[src/rtl/tpq_pkg.sv]
package tpq_pkg;

  // Decoded pin level after flag priority (programming > high > low)
  typedef enum logic [1:0] {
    LVL_MID  = 2'd0,
    LVL_LOW  = 2'd1,
    LVL_HIGH = 2'd2,
    LVL_PROG = 2'd3
  } level_e;

  // Control -> datapath: one-cycle fire requests
  typedef struct packed {
    logic fireInc;
    logic fireDec;
    logic fireProg;
  } fire_t;

  // Datapath -> control: measured conditions
  typedef struct packed {
    level_e level;
    logic   widthOk;
    logic   gapOk;
    logic   progHit;
  } status_t;

endpackage

[src/rtl/tpq_sat_counter.sv]
module tpq_sat_counter #(
  parameter int LIMIT      = 10,
  parameter bit RESET_FULL = 1'b0,
  localparam int W = $clog2(LIMIT + 1)
) (
  input  logic         clk,
  input  logic         rst,
  input  logic         clr,
  input  logic         step,
  output logic [W-1:0] count,
  output logic         full,
  output logic         willFill
);

  localparam logic [W-1:0] LIM = W'(LIMIT);

  always_ff @(posedge clk) begin
    if (rst) begin
      count <= RESET_FULL ? LIM : '0;
    end else if (clr) begin
      count <= '0;
    end else if (step && (count != LIM)) begin
      count <= count + 1'b1;
    end
  end

  assign full     = (count == LIM);
  assign willFill = step && !clr && (count == LIM - 1'b1);

endmodule

[src/rtl/tpq_datapath.sv]
module tpq_datapath
  import tpq_pkg::*;
#(
  parameter int VALID_TICKS = 50,
  parameter int GAP_TICKS   = 3,
  parameter int PROG_TICKS  = 50
) (
  input  logic    clk,
  input  logic    rst,
  input  logic    tickEn,
  input  logic    lowFlag,
  input  logic    highFlag,
  input  logic    progFlag,
  input  fire_t   fire,
  output status_t status,
  output logic    incStrobe,
  output logic    decStrobe,
  output logic    progStrobe
);

  localparam int WW = $clog2(VALID_TICKS + 1);
  localparam int GW = $clog2(GAP_TICKS + 1);
  localparam int PW = $clog2(PROG_TICKS + 1);

  level_e levelQ;
  level_e levelD;

  logic [WW-1:0] widthCount;
  logic [GW-1:0] gapCount;
  logic [PW-1:0] progCount;
  logic widthFull, widthFillUnused;
  logic gapFull, gapFillUnused;
  logic progFull, progFill;

  // Priority decode of the comparator flags
  always_comb begin
    if (progFlag)      levelD = LVL_PROG;
    else if (highFlag) levelD = LVL_HIGH;
    else if (lowFlag)  levelD = LVL_LOW;
    else               levelD = LVL_MID;
  end

  always_ff @(posedge clk) begin
    if (rst) levelQ <= LVL_MID;
    else     levelQ <= levelD;
  end

  // Ticks spent away from mid during the current excursion
  tpq_sat_counter #(.LIMIT(VALID_TICKS), .RESET_FULL(1'b0)) widthCtr (
    .clk(clk), .rst(rst),
    .clr(levelQ == LVL_MID), .step(tickEn),
    .count(widthCount), .full(widthFull), .willFill(widthFillUnused)
  );

  // Ticks spent at mid since the last excursion ended
  tpq_sat_counter #(.LIMIT(GAP_TICKS), .RESET_FULL(1'b1)) gapCtr (
    .clk(clk), .rst(rst),
    .clr(levelQ != LVL_MID), .step(tickEn),
    .count(gapCount), .full(gapFull), .willFill(gapFillUnused)
  );

  // Ticks of continuous programming level
  tpq_sat_counter #(.LIMIT(PROG_TICKS), .RESET_FULL(1'b0)) progCtr (
    .clk(clk), .rst(rst),
    .clr(levelQ != LVL_PROG), .step(tickEn),
    .count(progCount), .full(progFull), .willFill(progFill)
  );

  always_comb begin
    status.level   = levelQ;
    status.widthOk = widthFull;
    status.gapOk   = gapFull;
    status.progHit = progFill && (levelQ == LVL_PROG);
  end

  always_ff @(posedge clk) begin
    if (rst) begin
      incStrobe  <= 1'b0;
      decStrobe  <= 1'b0;
      progStrobe <= 1'b0;
    end else begin
      incStrobe  <= fire.fireInc;
      decStrobe  <= fire.fireDec;
      progStrobe <= fire.fireProg;
    end
  end

endmodule

[src/rtl/tpq_control.sv]
module tpq_control
  import tpq_pkg::*;
(
  input  logic    clk,
  input  logic    rst,
  input  status_t status,
  output fire_t   fire
);

  typedef enum logic [1:0] {
    S_MID  = 2'd0,
    S_LOW  = 2'd1,
    S_HIGH = 2'd2,
    S_VOID = 2'd3
  } state_e;

  state_e stateQ, stateD;

  always_comb begin
    stateD = stateQ;
    fire   = '0;
    fire.fireProg = status.progHit;
    unique case (stateQ)
      S_MID: begin
        unique case (status.level)
          LVL_LOW:  stateD = status.gapOk ? S_LOW  : S_VOID;
          LVL_HIGH: stateD = status.gapOk ? S_HIGH : S_VOID;
          LVL_PROG: stateD = S_VOID;
          default:  stateD = S_MID;
        endcase
      end
      S_LOW: begin
        unique case (status.level)
          LVL_MID: begin
            fire.fireInc = status.widthOk;
            stateD = S_MID;
          end
          LVL_LOW: stateD = S_LOW;
          default: stateD = S_VOID;
        endcase
      end
      S_HIGH: begin
        unique case (status.level)
          LVL_MID: begin
            fire.fireDec = status.widthOk;
            stateD = S_MID;
          end
          LVL_HIGH: stateD = S_HIGH;
          default:  stateD = S_VOID;
        endcase
      end
      default: begin
        if (status.level == LVL_MID) stateD = S_MID;
      end
    endcase
  end

  always_ff @(posedge clk) begin
    if (rst) stateQ <= S_MID;
    else     stateQ <= stateD;
  end

endmodule

[src/rtl/tri_pulse_qualifier.sv]
module tri_pulse_qualifier
  import tpq_pkg::*;
#(
  parameter int VALID_TICKS = 50,
  parameter int GAP_TICKS   = 3,
  parameter int PROG_TICKS  = 50
) (
  input  logic clk,
  input  logic rst,
  input  logic tickEn,
  input  logic lowFlag,
  input  logic highFlag,
  input  logic progFlag,
  output logic incStrobe,
  output logic decStrobe,
  output logic progStrobe
);

  fire_t   fire;
  status_t status;

  tpq_datapath #(
    .VALID_TICKS(VALID_TICKS),
    .GAP_TICKS(GAP_TICKS),
    .PROG_TICKS(PROG_TICKS)
  ) dpath (
    .clk(clk), .rst(rst), .tickEn(tickEn),
    .lowFlag(lowFlag), .highFlag(highFlag), .progFlag(progFlag),
    .fire(fire), .status(status),
    .incStrobe(incStrobe), .decStrobe(decStrobe), .progStrobe(progStrobe)
  );

  tpq_control ctrl (
    .clk(clk), .rst(rst), .status(status), .fire(fire)
  );

endmodule

[config.mk]
export PLATFORM = sky130hd
export DESIGN_NAME = tri_pulse_qualifier
export DESIGN_NICKNAME = d
export VERILOG_FILES = /design/src/rtl/tpq_pkg.sv /design/src/rtl/tpq_sat_counter.sv /design/src/rtl/tpq_datapath.sv /design/src/rtl/tpq_control.sv /design/src/rtl/tri_pulse_qualifier.sv
export SDC_FILE = /design/constraint.sdc
export NUM_CORES = 1
export LEC_CHECK = 0
export ABC_CLOCK_PERIOD_IN_PS = 3100
export CAP_MARGIN = 20
export CORE_ASPECT_RATIO = 0.7
export CORE_MARGIN = 2
export CORE_UTILIZATION = 35
export DETAILED_ROUTE_END_ITERATION = 8
export PLACE_DENSITY_LB_ADDON = 0.05
export SLEW_MARGIN = 5
export SYNTH_ARGS = -nofsm -noshare
export SYNTH_HDL_FRONTEND = slang
export SYNTH_SLANG_ARGS = --single-unit
[constraint.sdc]
create_clock -name clk -period 3.1 [get_ports clk]
set_input_delay 0.62 -clock clk [delete_from_list [all_inputs] [get_ports clk]]
set_output_delay 0.62 -clock clk [all_outputs]
set_load 0.05 [all_outputs]
; ---- After elaboration in Yosys (flattened, before gate mapping)
; Index checks and enable logic that the tools add are counted.
[classes]
addsub = 3
n_eq_ne = 12
n_mux = 13
bitwise = 2
n_reduce_logical = 16
[ops]
columns = op, count
row1 = $add 6x1->6 const B, 2
row2 = $eq 6x6->1 const B, 2
row3 = $mux 2, 6
row4 = $ne 6x6->1 const B, 2
row5 = $pmux 2 s3, 2
row6 = $eq 2x2->1 const B, 4
row7 = $pmux 2 s2, 2
row8 = $reduce_or 2->1, 4
row9 = $logic_and 1x1->1, 6
row10 = $eq 2x1->1 const B, 2
row11 = $logic_not 2->1, 2
row12 = $ne 2x2->1 const B, 2
row13 = $reduce_bool 2->1, 2
row14 = $reduce_bool 4->1, 1
row15 = $mux 1, 3
row16 = $add 2x1->2 const B, 1
row17 = $not 1->1, 2
row18 = $logic_not 1->1, 1
[word_totals]
reg_bits = 21
inputBits = 6
out_inout_bits = 3
word_cells = 54

; ---- Depth between registers and ports, before layout
[logic_depth]
depth_word = 5
mapped_depth = 5

; ---- Hierarchy
; Synthesis repeated with hierarchy kept, for this count alone.
[hier_totals]
cells_unflattened = 127
hier_area_um2 = 1092.3
[by_module_without_submodules]
columns = module, instances, cells_per_inst, area_each_um2
row1 = tpq_sat_counter (dpath.progCtr ...), 2, 41, 336.6
row2 = tpq_datapath, 1, 19, 180.2
row3 = tpq_sat_counter (dpath.gapCtr), 1, 13, 127.6
row4 = tpq_control, 1, 13, 111.4

; ---- Worst setup path before layout
; Ideal clock, no wire load.
[synth_timing]
path_type = input-to-reg
from = input port tickEn
to = register dpath.progCtr.count[0]
setup_time_ns = 0.121
t_arrival_ns = 1.216
setup_slack_ns = 1.764
path_stages = 3
path_cell_list = buf_2 o21ai_0 mux2_2
[synth_between]
elab_chain_cells = 1
[synth_rtl]
columns = element, line_no
row1 = "start, declared", tri_pulse_qualifier.sv:10  ; input logic tickEn,
row2 = $logic_and 1x1->1, tpq_sat_counter.sv:22  ; end else if (step && (count != LIM)) begin
row3 = "end signal, assigned", tpq_sat_counter.sv:19  ; count <= RESET_FULL ? LIM : '0;
row4 = "end signal, assigned", tpq_sat_counter.sv:23  ; count <= count + 1'b1;
row5 = "end, declared", tpq_sat_counter.sv:10  ; output logic [W-1:0] count,
; No other way between the ends.
; A chain may end at the register's enable or synchronous reset.

; ---- Worst setup path after layout
[layout_timing]
from = register dpath.decStrobe
to = output port decStrobe
[layout_lines]
columns = element, line_no
row1 = "start, declared", tpq_datapath.sv:17  ; output logic decStrobe,
row2 = "start signal, assigned", tpq_datapath.sv:83  ; decStrobe <= fire.fireDec;
row3 = "end, declared", tri_pulse_qualifier.sv:15  ; output logic decStrobe,
; No word-level cell between the ends.

==> flow_summary.yaml <==
setup_path:
  worst_path_largest_cell_delay_ps: 790
  worstPathCellList: "clkdlybuf4s50_1"
  critPathArrivalTime_ps: 1370
  critical_path.n_buffers_inverters: 1
  critPathMaxFanout: 1
  cp_endpoint_kind: "primary output"
  cp_top_family: "buffers and inverters"
  critPathKind: "reg -> out"
  reg2reg_from: "dpath.progCtr.count[0]$_SDFFE_PP0P_"
  worst_setup_path_startpoint: "dpath.decStrobe$_SDFF_PP0_"
  slowest_stage_cell_cp: "sky130_fd_sc_hd__clkdlybuf4s50_1"
  startpoint_type: "flop"
  worst-endpoint-required_ps: 2480
clock_network:
  clk_root_buffer_cell: "sky130_fd_sc_hd__clkbuf_8"
  hold_buffers: 0
  cts_max_path_buffers: 2
  cts.sinks: 21
  clk_pin_slew_worst_paths_ps: 70
  post-cts-setup-buffer-count: 0
  cts_htree_levels: 1
  numCtsBuffers: 3
  worstSkewPairLatency_ps: 260
  cts_tree: "yes"
  post_cts_resize_count: 0
placed_design:
  numPlacedInstances: 157
  place_worst_setup_slack_ps: 945
  place.detailed.hpwl_um: 1430
  place_congestion: 0.809
  portBuffers: 8
detailed_routing:
  drt_pass1_iterations: 6
  dr.first_iter.drc_count: 32
  vias: 795
  antenna_violating_nets_post_route: 0
  detail_routed_net_length_per_standard_cell_um: 11.4
  detail_route.vias_per_cell: 4.94
  remaining_drc_errors: 0
  postRouteWirelength_um: 1840
floorplan:
  design.core.area_um2: 2820
  rows: 16
  fp.dieArea_um2: 3460
  initial_utilization: 0.372
  ioPinCount: 9
  die_height_um: 49.8
  die-width_um: 69.5
timing:
  finalHoldViolations: 0
  layout_worst_path_cycle_share: 0.641
  relSlewSlack: 0.666
  final-setup-viol-count: 0
  timing_max_transition_violations_final: 0
  post_route_clock_skew_ps: 3.73
  worst_slack_ps: 1110
  rsz0062_at_grt: "no"
  worst_slew_pin_slew_ps: 500
  final.setup.tns_ps: 0
  period_needed_ps: 1990
  worst_hold_slack_ps: 506
  fmax_ghz: 0.503
cells_and_area:
  final_nets: 142
  antenna_cells: 0
  area_delta_synth_final_pct: 15.7
  drive_gt1_frac: 0.0640
  final-instance-count-excl-fill: 161
  final_common_cell: "sky130_fd_sc_hd__dfxtp_1"
  most-common-layout-cells: "21 x sky130_fd_sc_hd__dfxtp_1, 11 x sky130_fd_sc_hd__nand2_1, 10 x sky130_fd_sc_hd__nor2_1, 10 x sky130_fd_sc_hd__ha_1"
synth:
  synth_top_area_frac: 0.400
  yosys-top-cells-area: "sky130_fd_sc_hd__dfxtp_1 40%, sky130_fd_sc_hd__ha_1 12%, sky130_fd_sc_hd__nand2_1 3.9%"
  synth_fp_nets: 130
  yosysUniqueCellTypes: 32
  post_synth_instance_area_um2: 1050
  postSynthRegisterBits: 21
  ys_warn_count: 0
  post-synth-top-area-cell: "sky130_fd_sc_hd__dfxtp_1"
  seq_area_frac_synth: 0.400
  netlist_instances: 114
  synthesis.area_per_instance_um2: 9.21
grt:
  tot_gr_track_use: 0.125
  grt_start_max_net_pins: 14
  total_congestion_overflow: 0
  grt_first_pass_wirelength_um: 3390
  first_global_vias: 751
  antenna_found_initial: 0
outcome:
  status: "finished clean"
hold_path:
  min-delay-path-class: "reg -> reg"
  min-delay-start: "dpath.widthCtr.count[1]$_SDFFE_PP0P_"
power_and_ir_drop:
  power.ir.vdd_worst_v: 0.000278
  static-leakage-power_nw: 0.445
  p_per_area_nw_per_um2: 449
flow_run:
  timing.max_cap.violations: 0
## Yosys cell counts
library cell	instances
sky130_fd_sc_hd__dfxtp_1	21
sky130_fd_sc_hd__nand2_1	11
sky130_fd_sc_hd__ha_1	10
sky130_fd_sc_hd__nor2_1	10
sky130_fd_sc_hd__inv_1	8
sky130_fd_sc_hd__a21oi_1	7
sky130_fd_sc_hd__o21ai_0	5
sky130_fd_sc_hd__nand3_1	4
sky130_fd_sc_hd__nand4_1	4
sky130_fd_sc_hd__xor2_1	4
sky130_fd_sc_hd__o21bai_1	3
sky130_fd_sc_hd__a211o_1	2
sky130_fd_sc_hd__mux2i_1	2
sky130_fd_sc_hd__nor2b_1	2
sky130_fd_sc_hd__nor4b_1	2
sky130_fd_sc_hd__o31ai_1	2
sky130_fd_sc_hd__or3_1	2
sky130_fd_sc_hd__a211oi_1	1
sky130_fd_sc_hd__a211oi_2	1
sky130_fd_sc_hd__a21bo_1	1
sky130_fd_sc_hd__and4bb_1	1
sky130_fd_sc_hd__and4bb_4	1
sky130_fd_sc_hd__buf_2	1
sky130_fd_sc_hd__mux2_2	1
sky130_fd_sc_hd__nand2b_1	1
sky130_fd_sc_hd__nand3b_1	1
sky130_fd_sc_hd__nand4bb_1	1
sky130_fd_sc_hd__nor3_1	1
sky130_fd_sc_hd__o21a_1	1
sky130_fd_sc_hd__o21ba_2	1
sky130_fd_sc_hd__or2_2	1
sky130_fd_sc_hd__xnor2_1	1
## layout make-up
class                   instances  area (µm²)
well taps                      36        45.0
repair buffers                  8        80.1
fillers                       271        1610
multi-input cells              84         594
clock buffers                   4        45.0
inverters                       8        30.0
flip-flops and latches         21         420
## report_power, final
part | internal (mW) | leakage (nW) | switching (mW)
clock network | 0.0914 | 0.0228 | 0.0841
registers | 0.281 | 0.171 | 0.0115
logic | 0.0366 | 0.251 | 0.0406
## worst paths after layout
| path | endpoint | slack, ps | cells past startpoint |
|---|---|---|---|
| worst max-delay path | decStrobe | 1110 | 1 |
| worst min-delay path | dpath.widthCtr.count[1]$_SDFFE_PP0P_ | 510 | 2 |
| worst max register to register | dpath.progCtr.count[0]$_SDFFE_PP0P_ | 1630 | 5 |
| worst min register to register | dpath.widthCtr.count[1]$_SDFFE_PP0P_ | 510 | 2 |
## layer usage
layer / vias to the layer above / part of all wire / track usage
met3: 2 / 0.042 / 0.0491
li1: 420 / - / -
met5: - / 0 / 0
met1: 359 / 0.57 / 0.179
met4: 0 / 0.0043 / 0.0294
met2: 14 / 0.39 / 0.175
## cells by family after synthesis
group,share of synthesized area
DFF,0.400
AOI/OAI and AO/OA,0.155
xor gates and xnor gates,0.0417
buffers and inverters,0.0334
and+or+nand+nor,0.221
adders and majority gates,0.119
muxes,0.0298
## registers in the layout (all words and copies together), names as in the netlist
name,count
dpath.decStrobe,1
ctrl.stateQ,2
dpath.widthCtr.count,6
dpath.levelQ,2
dpath.incStrobe,1
dpath.gapCtr.count,2
dpath.progCtr.count,6
dpath.progStrobe,1
## worst reg2reg max path: stages (launching register included)
cell and delay, ps:
sky130_fd_sc_hd__dfxtp_1 370, sky130_fd_sc_hd__inv_1 90, sky130_fd_sc_hd__ha_1 190, sky130_fd_sc_hd__inv_1 50
sky130_fd_sc_hd__o21ai_0 300, sky130_fd_sc_hd__mux2_2 370
## metrics by stage
| stage | instance area (µm²) | power, mW | utilization |
|---|---|---|---|
| floorplan | 1050 | 0.353 | - |
| global placement | 1170 | 0.375 | 0.414 |
| detailed placement | 1170 | 0.376 | 0.414 |
| CTS | 1210 | 0.556 | 0.430 |
| global route | 1210 | 0.583 | 0.430 |
| finish | 1210 | 0.545 | 0.430 |
No activity file was read; power rests on OpenSTA's default activity.
